## config.mk

```make
export PLATFORM = sky130hd
export DESIGN_NAME = reg_cmd_decoder
export DESIGN_NICKNAME = d
export VERILOG_FILES = /design/src/rtl/rcd_pkg.sv /design/src/rtl/rcd_tag_qualifier.sv /design/src/rtl/rcd_cmd_classifier.sv /design/src/rtl/rcd_frame_gate.sv /design/src/rtl/reg_cmd_decoder.sv
export SDC_FILE = /design/constraint.sdc
export NUM_CORES = 1
export LEC_CHECK = 0
export BUFFER_PORTS_ARGS = -buffer_cell sky130_fd_sc_hd__buf_4
export CAP_MARGIN = 5
export CORE_MARGIN = 4
export CORE_UTILIZATION = 38
export CTS_CLUSTER_DIAMETER = 60
export DETAILED_ROUTE_END_ITERATION = 12
export PLACE_DENSITY = 0.77
export RECOVER_POWER = 50
export SYNTH_ARGS = -nofsm -noshare
export SYNTH_HDL_FRONTEND = slang
export SYNTH_SLANG_ARGS = --single-unit
export TNS_END_PERCENT = 1
```

## constraint.sdc

```tcl
create_clock -name clk -period 2.3 [get_ports clk]
set_input_delay 0.345 -clock clk [delete_from_list [all_inputs] [get_ports clk]]
set_output_delay 0.345 -clock clk [all_outputs]
set_load 0.005 [all_outputs]
```

## src/rtl/rcd_pkg.sv

```systemverilog
package rcd_pkg;
    localparam int SLOT_W   = 20;
    localparam int TAG_W    = 16;
    localparam int FV_BIT   = 15;
    localparam int S1_BIT   = 14;
    localparam int S2_BIT   = 13;
    localparam int ID_W     = 2;
    localparam int IDX_W    = 7;
    localparam int DATA_W   = 16;
    localparam int ADDR_W   = IDX_W - 1;
    localparam int DIR_BIT  = SLOT_W - 1;
    localparam int IDX_LSB  = DIR_BIT - IDX_W;
    localparam int DATA_LSB = SLOT_W - DATA_W;

    typedef struct packed {
        logic            secondary;
        logic [ID_W-1:0] id;
    } role_cfg_t;

    typedef enum logic [1:0] {
        DEC_NONE   = 2'd0,
        DEC_READ   = 2'd1,
        DEC_WRITE  = 2'd2,
        DEC_REJECT = 2'd3
    } dec_kind_t;

    typedef struct packed {
        logic              rd;
        logic              wr;
        logic              err;
        logic [ADDR_W-1:0] addr;
        logic [DATA_W-1:0] data;
    } cmd_out_t;
endpackage

```

## src/rtl/rcd_tag_qualifier.sv

```systemverilog
module rcd_tag_qualifier
    import rcd_pkg::*;
(
    input  logic [TAG_W-1:0] tag,
    input  role_cfg_t        cfg,
    output logic             addressed,
    output logic             rd_ok,
    output logic             wr_ok,
    output logic             wr_partial
);
    logic s1_valid;
    logic s2_valid;
    logic unused_tag_bits;

    assign s1_valid        = tag[S1_BIT];
    assign s2_valid        = tag[S2_BIT];
    assign unused_tag_bits = ^tag[S2_BIT-1:ID_W];

    always_comb begin
        addressed = tag[FV_BIT] && (tag[ID_W-1:0] == cfg.id);
        if (cfg.secondary) begin
            rd_ok      = !s1_valid && !s2_valid;
            wr_ok      = !s1_valid && !s2_valid;
            wr_partial = 1'b0;
        end else begin
            rd_ok      = s1_valid;
            wr_ok      = s1_valid && s2_valid;
            wr_partial = s1_valid && !s2_valid;
        end
    end

    // in the secondary role a partial write is never flagged
    always_comb begin
        if (cfg.secondary) begin
            a_r9_no_partial_secondary: assert (!wr_partial);
        end
    end
endmodule

```

## src/rtl/rcd_cmd_classifier.sv

```systemverilog
module rcd_cmd_classifier
    import rcd_pkg::*;
(
    input  logic [SLOT_W-1:0] cmd,
    input  logic [SLOT_W-1:0] data,
    input  logic              addressed,
    input  logic              rd_ok,
    input  logic              wr_ok,
    input  logic              wr_partial,
    output dec_kind_t         kind,
    output logic [ADDR_W-1:0] addr,
    output logic [DATA_W-1:0] wdata
);
    logic [IDX_W-1:0] index;
    logic             is_read;
    logic             odd_index;
    logic             unused_low_bits;

    assign index           = cmd[DIR_BIT-1 -: IDX_W];
    assign is_read         = cmd[DIR_BIT];
    assign odd_index       = index[0];
    assign addr            = index[IDX_W-1:1];
    assign wdata           = data[SLOT_W-1:DATA_LSB];
    assign unused_low_bits = ^{cmd[IDX_LSB-1:0], data[DATA_LSB-1:0]};

    always_comb begin
        kind = DEC_NONE;
        if (addressed) begin
            if (is_read) begin
                if (rd_ok) begin
                    kind = odd_index ? DEC_REJECT : DEC_READ;
                end
            end else begin
                if (wr_ok) begin
                    kind = odd_index ? DEC_REJECT : DEC_WRITE;
                end else if (wr_partial) begin
                    kind = DEC_REJECT;
                end
            end
        end
    end

    // an odd index is never accepted as a read or write
    always_comb begin
        if (kind == DEC_READ || kind == DEC_WRITE) begin
            a_r10_even_only: assert (!cmd[IDX_LSB]);
        end
    end
endmodule

```

## src/rtl/rcd_frame_gate.sv

```systemverilog
module rcd_frame_gate
    import rcd_pkg::*;
(
    input  logic            clk,
    input  logic            rst,
    input  logic            frame_end,
    input  logic            cfg_secondary,
    input  logic [ID_W-1:0] cfg_codec_id,
    output logic            armed,
    output role_cfg_t       cfg_active
);
    typedef struct packed {
        logic      armed;
        role_cfg_t cfg;
    } gate_state_t;

    gate_state_t st_d;
    gate_state_t st_q;

    always_comb begin
        st_d = st_q;
        if (frame_end) begin
            st_d.armed         = 1'b1;
            st_d.cfg.secondary = cfg_secondary;
            st_d.cfg.id        = cfg_codec_id;
        end
    end

    always_ff @(posedge clk) begin
        if (rst) begin
            st_q <= '0;
        end else begin
            st_q <= st_d;
        end
    end

    assign armed      = st_q.armed;
    assign cfg_active = st_q.cfg;

    // the active configuration moves only at a frame boundary
    a_r3_cfg_frame_only: assert property (@(posedge clk) disable iff (rst)
        !frame_end |=> $stable(cfg_active));
endmodule

```

## src/rtl/reg_cmd_decoder.sv

```systemverilog
module reg_cmd_decoder
    import rcd_pkg::*;
(
    input  logic                clk,
    input  logic                rst,
    input  logic                frame_end,
    input  logic [TAG_W-1:0]    tag_slot,
    input  logic [SLOT_W-1:0]   cmd_slot,
    input  logic [SLOT_W-1:0]   data_slot,
    input  logic                cfg_secondary,
    input  logic [ID_W-1:0]     cfg_codec_id,
    output logic                rd_stb,
    output logic                wr_stb,
    output logic                err_stb,
    output logic [ADDR_W-1:0]   word_addr,
    output logic [DATA_W-1:0]   wr_data
);
    logic              armed;
    role_cfg_t         cfg_active;
    logic              addressed;
    logic              rd_ok;
    logic              wr_ok;
    logic              wr_partial;
    dec_kind_t         kind;
    logic [ADDR_W-1:0] cand_addr;
    logic [DATA_W-1:0] cand_data;

    cmd_out_t out_d;
    cmd_out_t out_q;

    rcd_frame_gate u_gate (
        .clk           (clk),
        .rst           (rst),
        .frame_end     (frame_end),
        .cfg_secondary (cfg_secondary),
        .cfg_codec_id  (cfg_codec_id),
        .armed         (armed),
        .cfg_active    (cfg_active)
    );

    rcd_tag_qualifier u_qual (
        .tag        (tag_slot),
        .cfg        (cfg_active),
        .addressed  (addressed),
        .rd_ok      (rd_ok),
        .wr_ok      (wr_ok),
        .wr_partial (wr_partial)
    );

    rcd_cmd_classifier u_class (
        .cmd        (cmd_slot),
        .data       (data_slot),
        .addressed  (addressed),
        .rd_ok      (rd_ok),
        .wr_ok      (wr_ok),
        .wr_partial (wr_partial),
        .kind       (kind),
        .addr       (cand_addr),
        .wdata      (cand_data)
    );

    always_comb begin
        out_d     = out_q;
        out_d.rd  = 1'b0;
        out_d.wr  = 1'b0;
        out_d.err = 1'b0;
        if (frame_end && armed) begin
            unique case (kind)
                DEC_READ: begin
                    out_d.rd   = 1'b1;
                    out_d.addr = cand_addr;
                end
                DEC_WRITE: begin
                    out_d.wr   = 1'b1;
                    out_d.addr = cand_addr;
                    out_d.data = cand_data;
                end
                DEC_REJECT: begin
                    out_d.err = 1'b1;
                end
                default: begin
                end
            endcase
        end
    end

    always_ff @(posedge clk) begin
        if (rst) begin
            out_q <= '0;
        end else begin
            out_q <= out_d;
        end
    end

    assign rd_stb    = out_q.rd;
    assign wr_stb    = out_q.wr;
    assign err_stb   = out_q.err;
    assign word_addr = out_q.addr;
    assign wr_data   = out_q.data;

    // strobes only in the cycle after a frame-end edge
    a_r11_after_frame_end: assert property (@(posedge clk) disable iff (rst)
        (rd_stb || wr_stb || err_stb) |-> $past(frame_end));

    // never two strobes at once
    a_r11_one_kind: assert property (@(posedge clk) disable iff (rst)
        $onehot0({rd_stb, wr_stb, err_stb}));

    // the arming frame is silent
    a_r2_first_frame_silent: assert property (@(posedge clk) disable iff (rst)
        (frame_end && !armed) |=> !(rd_stb || wr_stb || err_stb));

    // a read leaves the write value untouched
    a_r5_read_keeps_data: assert property (@(posedge clk) disable iff (rst)
        rd_stb |-> $stable(wr_data));

    // a rejected command leaves address and data untouched
    a_r10_error_holds: assert property (@(posedge clk) disable iff (rst)
        err_stb |-> ($stable(word_addr) && $stable(wr_data)));
endmodule

```

==> qor.yml, run 1 <==
clock_tree:
  ctsHtreeMaxLevel: 2
  ctsHoldBuffers: 0
  path_clk_slew_ns: 0.08
  cts_tree: "built"
  numClockSinks: 29
  clkLatencyLatePin_ns: 0.32
  cts-root-buf: "clkbuf_4"
  cts_buffer_depth: 2
  cts_buffers: 5
worst_hold_path:
  holdPathStages: 3
  min_from: "cmd_slot[15]"
  min_to: "word_addr[2]"
  hp-class: "in2reg"
sta:
  finalHoldViolations: 0
  rsz0062_at_grt: "no"
  fin_hold_ws_ns: 0.258
  post-route-period-util_pct: 90.0
  max_freq_ghz: 0.483
  fin_skew_ns: 0.00419
  worstMarginPinSlew_ns: 0.276
  setup-violations-final: 0
  drv_slew: 0
  max-slew-margin-rel_pct: 81.5
  period_minus_slack_ns: 2.07
  timing.setup.tns_ns: 0
  finalWorstSetupSlack_ns: 0.231
worst_setup_path:
  crit_family: "simple AND/OR/NAND/NOR gates"
  worstPathArrival_ns: 2.28
  cpPeakStageDelay_ns: 0.36
  crit_chain: "or3b_1, and2_1, nor3_1, ha_1, nand3b_1, buf_4, mux2i_1, nor2_1"
  startpoint_type: "flip-flop"
  crit_path_end_kind: "flip-flop"
  crit_fanout: 6
  critPathRequiredTime_ns: 2.51
  reg2regPathDepth: 8
  path_buf_inv: 1
  cp_slowest_cell: "or3b_1"
  rrSetupSlack_ns: 0.23
  critPathKind: "reg2reg"
  reg2reg_to: "word_addr[5]"
  worstReg2RegStart: "u_gate.cfg_active[2]"
detailed_routing:
  remaining_drc_errors: 0
  ant_nets: 0
  dr.pass1.iters: 4
  wl_per_cell_um: 12.2
  avgViaCountPerCell: 4.82
  route.vias.total: 1066
  drt_iter0_drc: 43
  wirelength_mm: 2.69
synthesis:
  synth-edff-count: 0
  synth.avg_cell_area_um2: 8.74
  syn_area_um2: 1120
  synth_cells: 128
  synth-seq-cells: 29
  yosys_warnings: 0
  ys_async_sr_fraction_pct: 0
  synth_ff_type: "dfxtp_1"
  ys_seq_area_share_pct: 51.9
  yosys.cell_types.count: 23
  synth.net_count: 193
floorplanning:
  rows: 19
  ios: 87
  core_area_um2: 2780
  start_util_pct: 40.2
  die_w_um: 62.3
  dieArea_um2: 3880
  die_y_um: 62.3
final_layout:
  diodes: 0
  nets: 255
  drive_gt1_share_pct: 34.2
  utilization_pct: 58.6
  syn_to_final_growth_pct: 45.7
placed_design:
  io_buffers: 59
  pre_cts_ws_ns: -0.0785
  routabilityCongestion: 0.755
  dp_hpwl_mm: 2.13
global_route:
  first_global_vias: 1082
  grt_pass1_wl_mm: 4.65
  grt_overflow: 0
  antenna_found_initial: 0
  grt_util_all_layers_pct: 14.8
  grt_max_degree: 30
pwr:
  p_leak_nw: 0.743
  peakVddDrop_v: 0.000360
  power.density_nw_per_um2: 555
status:
  status: "completed"
flow_run:
  cap_violations: 0
power by group:
part           internal (W)  switching (W)   total, W
Clock              0.000144       0.000160   0.000304
Sequential         0.000509     0.00000454   0.000513
Combinational     0.0000548      0.0000328  0.0000876
sequential cells by signal (all words and copies together) (netlist names):
register / flops
err_stb: 1
u_gate.armed: 1
rd_stb: 1
u_gate.cfg_active: 3
word_addr: 6
wr_stb: 1
wr_data: 16
placed cells by master (no fill, tap or decap):
cell       n
buf_4     39
nand2_1   33
dfxtp_1   29
clkbuf_4  25
a21oi_1   16
nor2_1    13
mux2i_1    9
clkbuf_1   4
nor3b_1    3
ha_1       3
xnor2_1    2
nand3_1    2
nand2b_1   2
nor2b_1    2
or3b_1     1
o22ai_1    1
and2_1     1
nor3_1     1
or3_1      1
nand3b_1   1
and3_1     1
clkbuf_8   1
Yosys cell counts (2+ instances only):
master,number,area (µm²)
xnor2_1,2,17.5
nor2b_1,2,12.5
dfxtp_1,29,581
nor2_1,13,48.8
nand2b_1,2,12.5
a21oi_1,16,80.1
nor3b_1,3,22.5
ha_1,3,37.5
nand3_1,2,10.0
nand2_1,33,124
clkbuf_1,2,7.51
buf_4,2,15.0
mux2i_1,9,90.1
through the flow:
stage	cells	instance area [µm²]	total power (W)
global placement	213	1580	0.000610
global route	221	1630	0.000960
CTS	220	1630	0.000923
finish	221	1630	0.000904
floorplan	128	1120	0.000559
detailed placement	213	1580	0.000614
layer usage:
metal | wire [µm] | vias up | global-route usage, %
met5 | 0 | - | 0
met3 | 263 | 8 | 9.19
met4 | 67 | 0 | 6.90
li1 | - | 542 | -
met2 | 1400 | 39 | 24.6
met1 | 956 | 477 | 14.5
final cells by class:
| cell class | instances | area [µm²] |
|---|---|---|
| Fill cell | 259 | 1150 |
| Sequential cell | 29 | 581 |
| Multi-Input combinational cell | 92 | 502 |
| Timing Repair Buffer | 62 | 454 |
| Clock buffer | 7 | 55.1 |
| Tap cell | 31 | 38.8 |
worst max-delay path by stage:
| stage | to | cells past startpoint | startpoint |
|---|---|---|---|
| final | word_addr[5] | 8 | u_gate.cfg_active[2] |
| after global routing | word_addr[3] | 8 | u_gate.cfg_active[2] |
| after CTS | word_addr[5] | 7 | u_gate.cfg_active[2] |
| after detailed placement | word_addr[5] | 8 | tag_slot[13] |
| after global placement | word_addr[1] | 8 | tag_slot[13] |
| after floorplan | word_addr[0] | 7 | tag_slot[13] |
repair_timing:
item                                    CTS  global route
endpoints found under the hold margin     0             0
buffers inserted                          0             1
endpoints found under the setup margin    0             6
resized for setup                         0             0
kinds of logic (layout without fill, tap and decap cells):
group,count (synthesis),after routing,share of synthesized area (%)
simple gates,61,61,24.2
flops,29,29,51.9
compound gates,17,17,7.72
mux,9,9,8.05
buf+inv,7,69,3.24
fa+ha+maj,3,3,3.36
xor+xnor,2,2,1.57
worst reg2reg max path, stage by stage (launching register included):
cell and delay (ns):
dfxtp_1 0.34, or3b_1 0.36, and2_1 0.17, nor3_1 0.23, ha_1 0.28, nand3b_1 0.16, buf_4 0.18, mux2i_1 0.18
nor2_1 0.06
Note: power is estimated with default switching activity, not from simulation.
==> run 2, diff against run 1 <==
--- a/config.mk
+++ b/config.mk
@@ -11,7 +11,7 @@
 export CORE_UTILIZATION = 38
 export CTS_CLUSTER_DIAMETER = 60
 export DETAILED_ROUTE_END_ITERATION = 12
-export PLACE_DENSITY = 0.77
+export PLACE_DENSITY_LB_ADDON = 0.3
 export RECOVER_POWER = 50
 export SYNTH_ARGS = -nofsm -noshare
 export SYNTH_HDL_FRONTEND = slang
==> run 2 against run 1 <==
Against the previous run: combinational power hardly changed; clock power is 13% higher; sequential share of layout area is 0.72 points lower; maximum frequency is 0.32% higher; utilization is 1.2 points higher; critical endpoint is now word_addr[1]; largest cell class unchanged.
==> qor.yml, run 2 (synthesis results as in run 1) <==
worst_setup_path:
  crit_fanout: 6  # unchanged
  critPathKind: "reg2reg"
  crit_path_end_kind: "flip-flop"
  cp_slowest_cell: "or3b_1"
  cpPeakStageDelay_ns: 0.37  # about the same
  path_buf_inv: 1  # unchanged
  rrSetupSlack_ns: 0.24  # about the same
  startpoint_type: "flip-flop"
  worstPathArrival_ns: 2.27  # about the same
  crit_family: "simple AND/OR/NAND/NOR gates"
  critPathRequiredTime_ns: 2.50  # about the same
  crit_chain: "or3b_1, and2_1, nor3_1, ha_1, nand3b_1, buf_4, mux2i_1, nor2_1"
detailed_routing:
  ant_nets: 0  # unchanged
  dr.pass1.iters: 4  # unchanged
  wl_per_cell_um: 11.8  # -3.0%
  drt_iter0_drc: 12  # -72%
  remaining_drc_errors: 0  # unchanged
  route.vias.total: 1051  # -1.4%
  wirelength_mm: 2.63  # -2.2%
  avgViaCountPerCell: 4.71  # -2.3%
sta:
  finalHoldViolations: 0  # unchanged
  period_minus_slack_ns: 2.06  # -0.00653 ns
  fin_skew_ns: 0.00260  # -0.00158 ns
  max_freq_ghz: 0.485  # +0.32%
  drv_slew: 0  # unchanged
  worstMarginPinSlew_ns: 0.282  # +0.00625 ns
  rsz0062_at_grt: "no"
  max-slew-margin-rel_pct: 81.0  # -0.42 points
  finalWorstSetupSlack_ns: 0.237  # +0.00653 ns
  post-route-period-util_pct: 89.7  # -0.28 points
  setup-violations-final: 0  # unchanged
global_route:
  grt_util_all_layers_pct: 14.1  # -0.73 points
  antenna_found_initial: 0  # unchanged
  grt_max_degree: 30  # unchanged
  grt_pass1_wl_mm: 4.39  # -5.6%
  grt_overflow: 0  # unchanged
  first_global_vias: 1036  # -4.3%
pwr:
  seq_power_share_pct: 54.3  # -2.4 points
  p_sw_w: 0.000204  # +3.7%
  clkPwrFrac_pct: 36.4  # +2.8 points
  power_w: 0.000945  # +4.5%
  pwr-share-comb_pct: 9.3  # -0.4 points
  p_int_w: 0.000741  # +4.7%
  peakVddDrop_v: 0.000415  # +15%
  sw_frac_of_total_pct: 21.6  # -0.16 points
  p_leak_nw: 0.768  # +3.4%
  power.density_nw_per_um2: 568  # +2.4%
placed_design:
  placed_cell_area_um2: 1590  # +0.48%
  io_buffers: 59  # unchanged
  routabilityCongestion: 0.695  # -7.8%
  pre_cts_ws_ns: -0.0698  # +0.00870 ns
  dp_hpwl_mm: 2.09  # -1.9%
  dp.cells: 214  # +0.47%
final_layout:
  utilization_pct: 59.8  # +1.2 points
  layout.cells.non_filler: 223  # +0.90%
  diodes: 0  # unchanged
  syn_to_final_growth_pct: 48.8
  final_cell_mix: "buf_4 (40), nand2_1 (33), dfxtp_1 (29)"
  nets: 256  # +0.39%
  mostFrequentLayoutCell: "buf_4"
  largest_reg_flops: 16  # unchanged
  fin_area_um2: 1660  # +2.1%
  drive_gt1_share_pct: 37.0  # +2.8 points
clock_tree:
  cts-root-buf: "clkbuf_4"
  ctsHoldBuffers: 0  # unchanged
  numClockSinks: 29  # unchanged
  cts_buffer_depth: 2  # unchanged
  path_clk_slew_ns: 0.09  # about the same
  ctsHtreeMaxLevel: 2  # unchanged
  cts_buffers: 5  # unchanged
  cts_resized: 0  # unchanged
  clkLatencyLatePin_ns: 0.31  # about the same
  cts_tree: "built"
floorplanning:
  ios: 87  # unchanged
  start_util_pct: 40.2  # unchanged
  die_w_um: 62.3  # unchanged
  dieArea_um2: 3880  # unchanged
  core_area_um2: 2780  # unchanged
  rows: 19  # unchanged
  die_y_um: 62.3  # unchanged
status:
  status: "completed"
flow_run:
  cap_violations: 0  # unchanged
worst_hold_path:
  hp-class: "in2reg"
-- run 2: cell types whose count changed in the layout (fill, tap and decap cells not counted), sizes merged --
cell    previous run  this run
buf               39        40
clkinv             0         1
-- run 2: what timing repair did --
action                                 CTS  global route
endpoints found under the hold margin    0             0
buffers inserted                         0             1
setup endpoints to repair                0             6
-- run 2: layer usage --
layer | track usage (%) | vias up | wire, µm
met3 | 6.31 | 5 | 225
met4 | 7.16 | 0 | 38
met2 | 25.1 | 37 | 1390
li1 | - | 545 | -
met5 | 0 | - | 0
met1 | 13.5 | 464 | 978
-- run 2: path summary, 6_finish.rpt --
check,from,endpoint,cells past startpoint
worst max-delay path,u_gate.cfg_active[2],word_addr[1],8
worst min-delay path,cmd_slot[17],word_addr[4],3
worst max register to register,u_gate.cfg_active[2],word_addr[1],8
worst min register to register,wr_data[10],wr_data[10],2
-- run 2: tightest hold or removal path, stage by stage --
cell and delay [ns]:
buf_4 0.08, mux2i_1 0.05, nor2_1 0.07
-- run 2: final cells by class --
class	instances	area [µm²]
clock inverters	1	5.00
flip-flops and latches	29	581
repair buffers	63	473
clock buffers	7	65.1
well taps	31	38.8
multi-input cells	92	502
fillers	273	1120
-- run 2: metrics by stage --
stage	hold WS, ns	setup TNS, ns
final	0.262	0
after global routing	0.252	0
after CTS	0.249	0
after detailed placement	0.447	-0.316
after global placement	0.444	0
after floorplan	0.453	0
-- run 2: power by group through the flow --
stage	clock network, W	logic [W]	registers [W]
2_1_floorplan	0	0.0000348	0.000524
3_3_place_gp	0	0.0000859	0.000525
3_5_place_dp	0	0.0000886	0.000525
4_1_cts	0.000356	0.0000887	0.000513
5_1_grt	0.000388	0.0000966	0.000514
6_report	0.000344	0.0000879	0.000513
==> run 3, diff against run 2 <==
--- a/config.mk
+++ b/config.mk
@@ -11,6 +11,7 @@
 export CORE_UTILIZATION = 38
 export CTS_CLUSTER_DIAMETER = 60
 export DETAILED_ROUTE_END_ITERATION = 12
+export MAX_ROUTING_LAYER = met4
 export PLACE_DENSITY_LB_ADDON = 0.3
 export RECOVER_POWER = 50
 export SYNTH_ARGS = -nofsm -noshare
==> run 3 against run 2 <==
Against the previous run: utilization is the same; first-iteration DRC count is the same; routed wire length is essentially flat; largest power group unchanged; die area is the same.
==> qor.yml, run 3 (synthesis results as in run 1) <==
final_layout:
  largest_reg_flops: 16  # unchanged
  mostFrequentLayoutCell: "buf_4"
  nets: 256  # unchanged
  diodes: 0  # unchanged
  fillers: 273  # unchanged
  register_area_um2: 581  # unchanged
  syn_to_final_growth_pct: 48.8  # unchanged
  final_cell_mix: "buf_4 (40), nand2_1 (33), dfxtp_1 (29)"
  utilization_pct: 59.8  # unchanged
  multiInputGateArea_um2: 502  # unchanged
  drive_gt1_share_pct: 37.0  # unchanged
worst_setup_path:
  crit_fanout: 6  # unchanged
  crit_path_end_kind: "flip-flop"
  worstReg2RegStart: "u_gate.cfg_active[2]"
  startpoint_type: "flip-flop"
  critPathKind: "reg2reg"
  critPathRequiredTime_ns: 2.50  # about the same
  startpoint: "u_gate.cfg_active[2]"
  worstPathArrival_ns: 2.26  # about the same
detailed_routing:
  drt_iter0_drc: 12  # unchanged
  avgViaCountPerCell: 4.71  # about the same
  route.vias.total: 1050  # -0.095%
  ant_nets: 0  # unchanged
  dr.pass1.iters: 4  # unchanged
  wirelength_mm: 2.64  # about the same
  wl_per_cell_um: 11.8  # about the same
  remaining_drc_errors: 0  # unchanged
worst_hold_path:
  hp-class: "in2reg"
  min_from: "cmd_slot[17]"
global_route:
  met3_usage_pct: 5.59  # -0.72 points
  grt_pass1_wl_mm: 4.40  # +0.16%
  grt_max_degree: 30  # unchanged
  antenna_found_initial: 0  # unchanged
  grt_overflow: 0  # unchanged
  grt_use_met2_pct: 25.1  # unchanged
  first_global_vias: 1035  # -0.097%
  grt_util_all_layers_pct: 14.5  # +0.39 points
  use_met1_pct: 14.0  # +0.44 points
  grt_busiest_layer: "met2"
floorplanning:
  die_y_um: 62.3  # unchanged
  dieArea_um2: 3880  # unchanged
  start_util_pct: 40.2  # unchanged
  ios: 87  # unchanged
  core_area_um2: 2780  # unchanged
  die_w_um: 62.3  # unchanged
  rows: 19  # unchanged
sta:
  finalHoldViolations: 0  # unchanged
  drv_slew: 0  # unchanged
  max-slew-margin-rel_pct: 81.1  # about the same
  period_minus_slack_ns: 2.06  # +0.00148 ns
  fin_skew_ns: 0.00334  # +0.000734 ns
  post-route-period-util_pct: 89.8  # about the same
  rsz0062_at_grt: "no"
  worstMarginPinSlew_ns: 0.281  # -0.000947 ns
  max_freq_ghz: 0.484  # about the same
  setup-violations-final: 0  # unchanged
clock_tree:
  ctsHtreeMaxLevel: 2  # unchanged
  cts_tree: "built"
  cts_buffers: 5  # unchanged
  cts_buffer_depth: 2  # unchanged
  clkLatencyLatePin_ns: 0.31  # about the same
  ctsHoldBuffers: 0  # unchanged
  cts-root-buf: "clkbuf_4"
  numClockSinks: 29  # unchanged
  path_clk_slew_ns: 0.09  # about the same
  cts_resized: 0  # unchanged
placed_design:
  io_buffers: 59  # unchanged
  dp_hpwl_mm: 2.09  # unchanged
  routabilityCongestion: 0.703  # +1.1%
pwr:
  power.density_nw_per_um2: 567  # -0.19%
  power_w: 0.000944  # -0.19%
  peakVddDrop_v: 0.000415  # about the same
  p_leak_nw: 0.768  # unchanged
status:
  status: "completed"
flow_run:
  cap_violations: 0  # unchanged
run 3: cell counts in the layout (fill, tap and decap cells not counted):
No cell type changed its count.
run 3: cell type report:
class	count	share of cell area (%)
timing repair buffer	63	28.4
multi-input combinational	92	30.2
clock inverter	1	0.301
sequential	29	34.9
tap	31	2.33
clock buffer	7	3.91
run 3: path summary, 6_finish.rpt:
path	end	slack, ns	cells after the start
worst max-delay path	word_addr[3]	0.24	8
worst min-delay path	word_addr[4]	0.27	3
worst max register to register	word_addr[3]	0.24	8
worst min register to register	wr_data[10]	0.45	2
run 3: what timing repair did:
| item | in CTS | in global routing |
|---|---|---|
| setup buffers | 0 | 1 |
| endpoints found under the setup margin | 0 | 6 |
| endpoints found under the hold margin | 0 | 0 |
run 3: report_power, final:
part,total [W],leakage (nW),switching (W),internal (W)
logic,0.0000879,0.492,0.0000326,0.0000553
registers,0.000513,0.235,0.00000449,0.000509
clock network,0.000342,0.0413,0.000165,0.000177
run 3: critical path, stage by stage, from the launching register on:
cell and delay (ns):
dfxtp_1 0.34, or3b_1 0.37, and2_1 0.18, nor3_1 0.23, ha_1 0.28, nand3b_1 0.16
buf_4 0.18, mux2i_1 0.15, nor2_1 0.05
run 3: through the flow:
step                      hold WS, ns  worst slack [ns]  area [µm²]  cells  setup TNS [ns]
after global routing            0.252            0.0899        1660    223               0
after detailed placement        0.447           -0.0698        1590    214          -0.316
after floorplan                 0.453             0.270        1120    128               0
final                           0.266             0.236        1660    223               0
after global placement          0.444            0.0281        1590    214               0
after CTS                       0.249            0.0833        1660    222               0
run 3: routing by layer:
layer	up-vias	wire (µm)
met1	463	1000
met4	0	30
met5	-	0
met3	5	200
met2	37	1400
li1	545	-
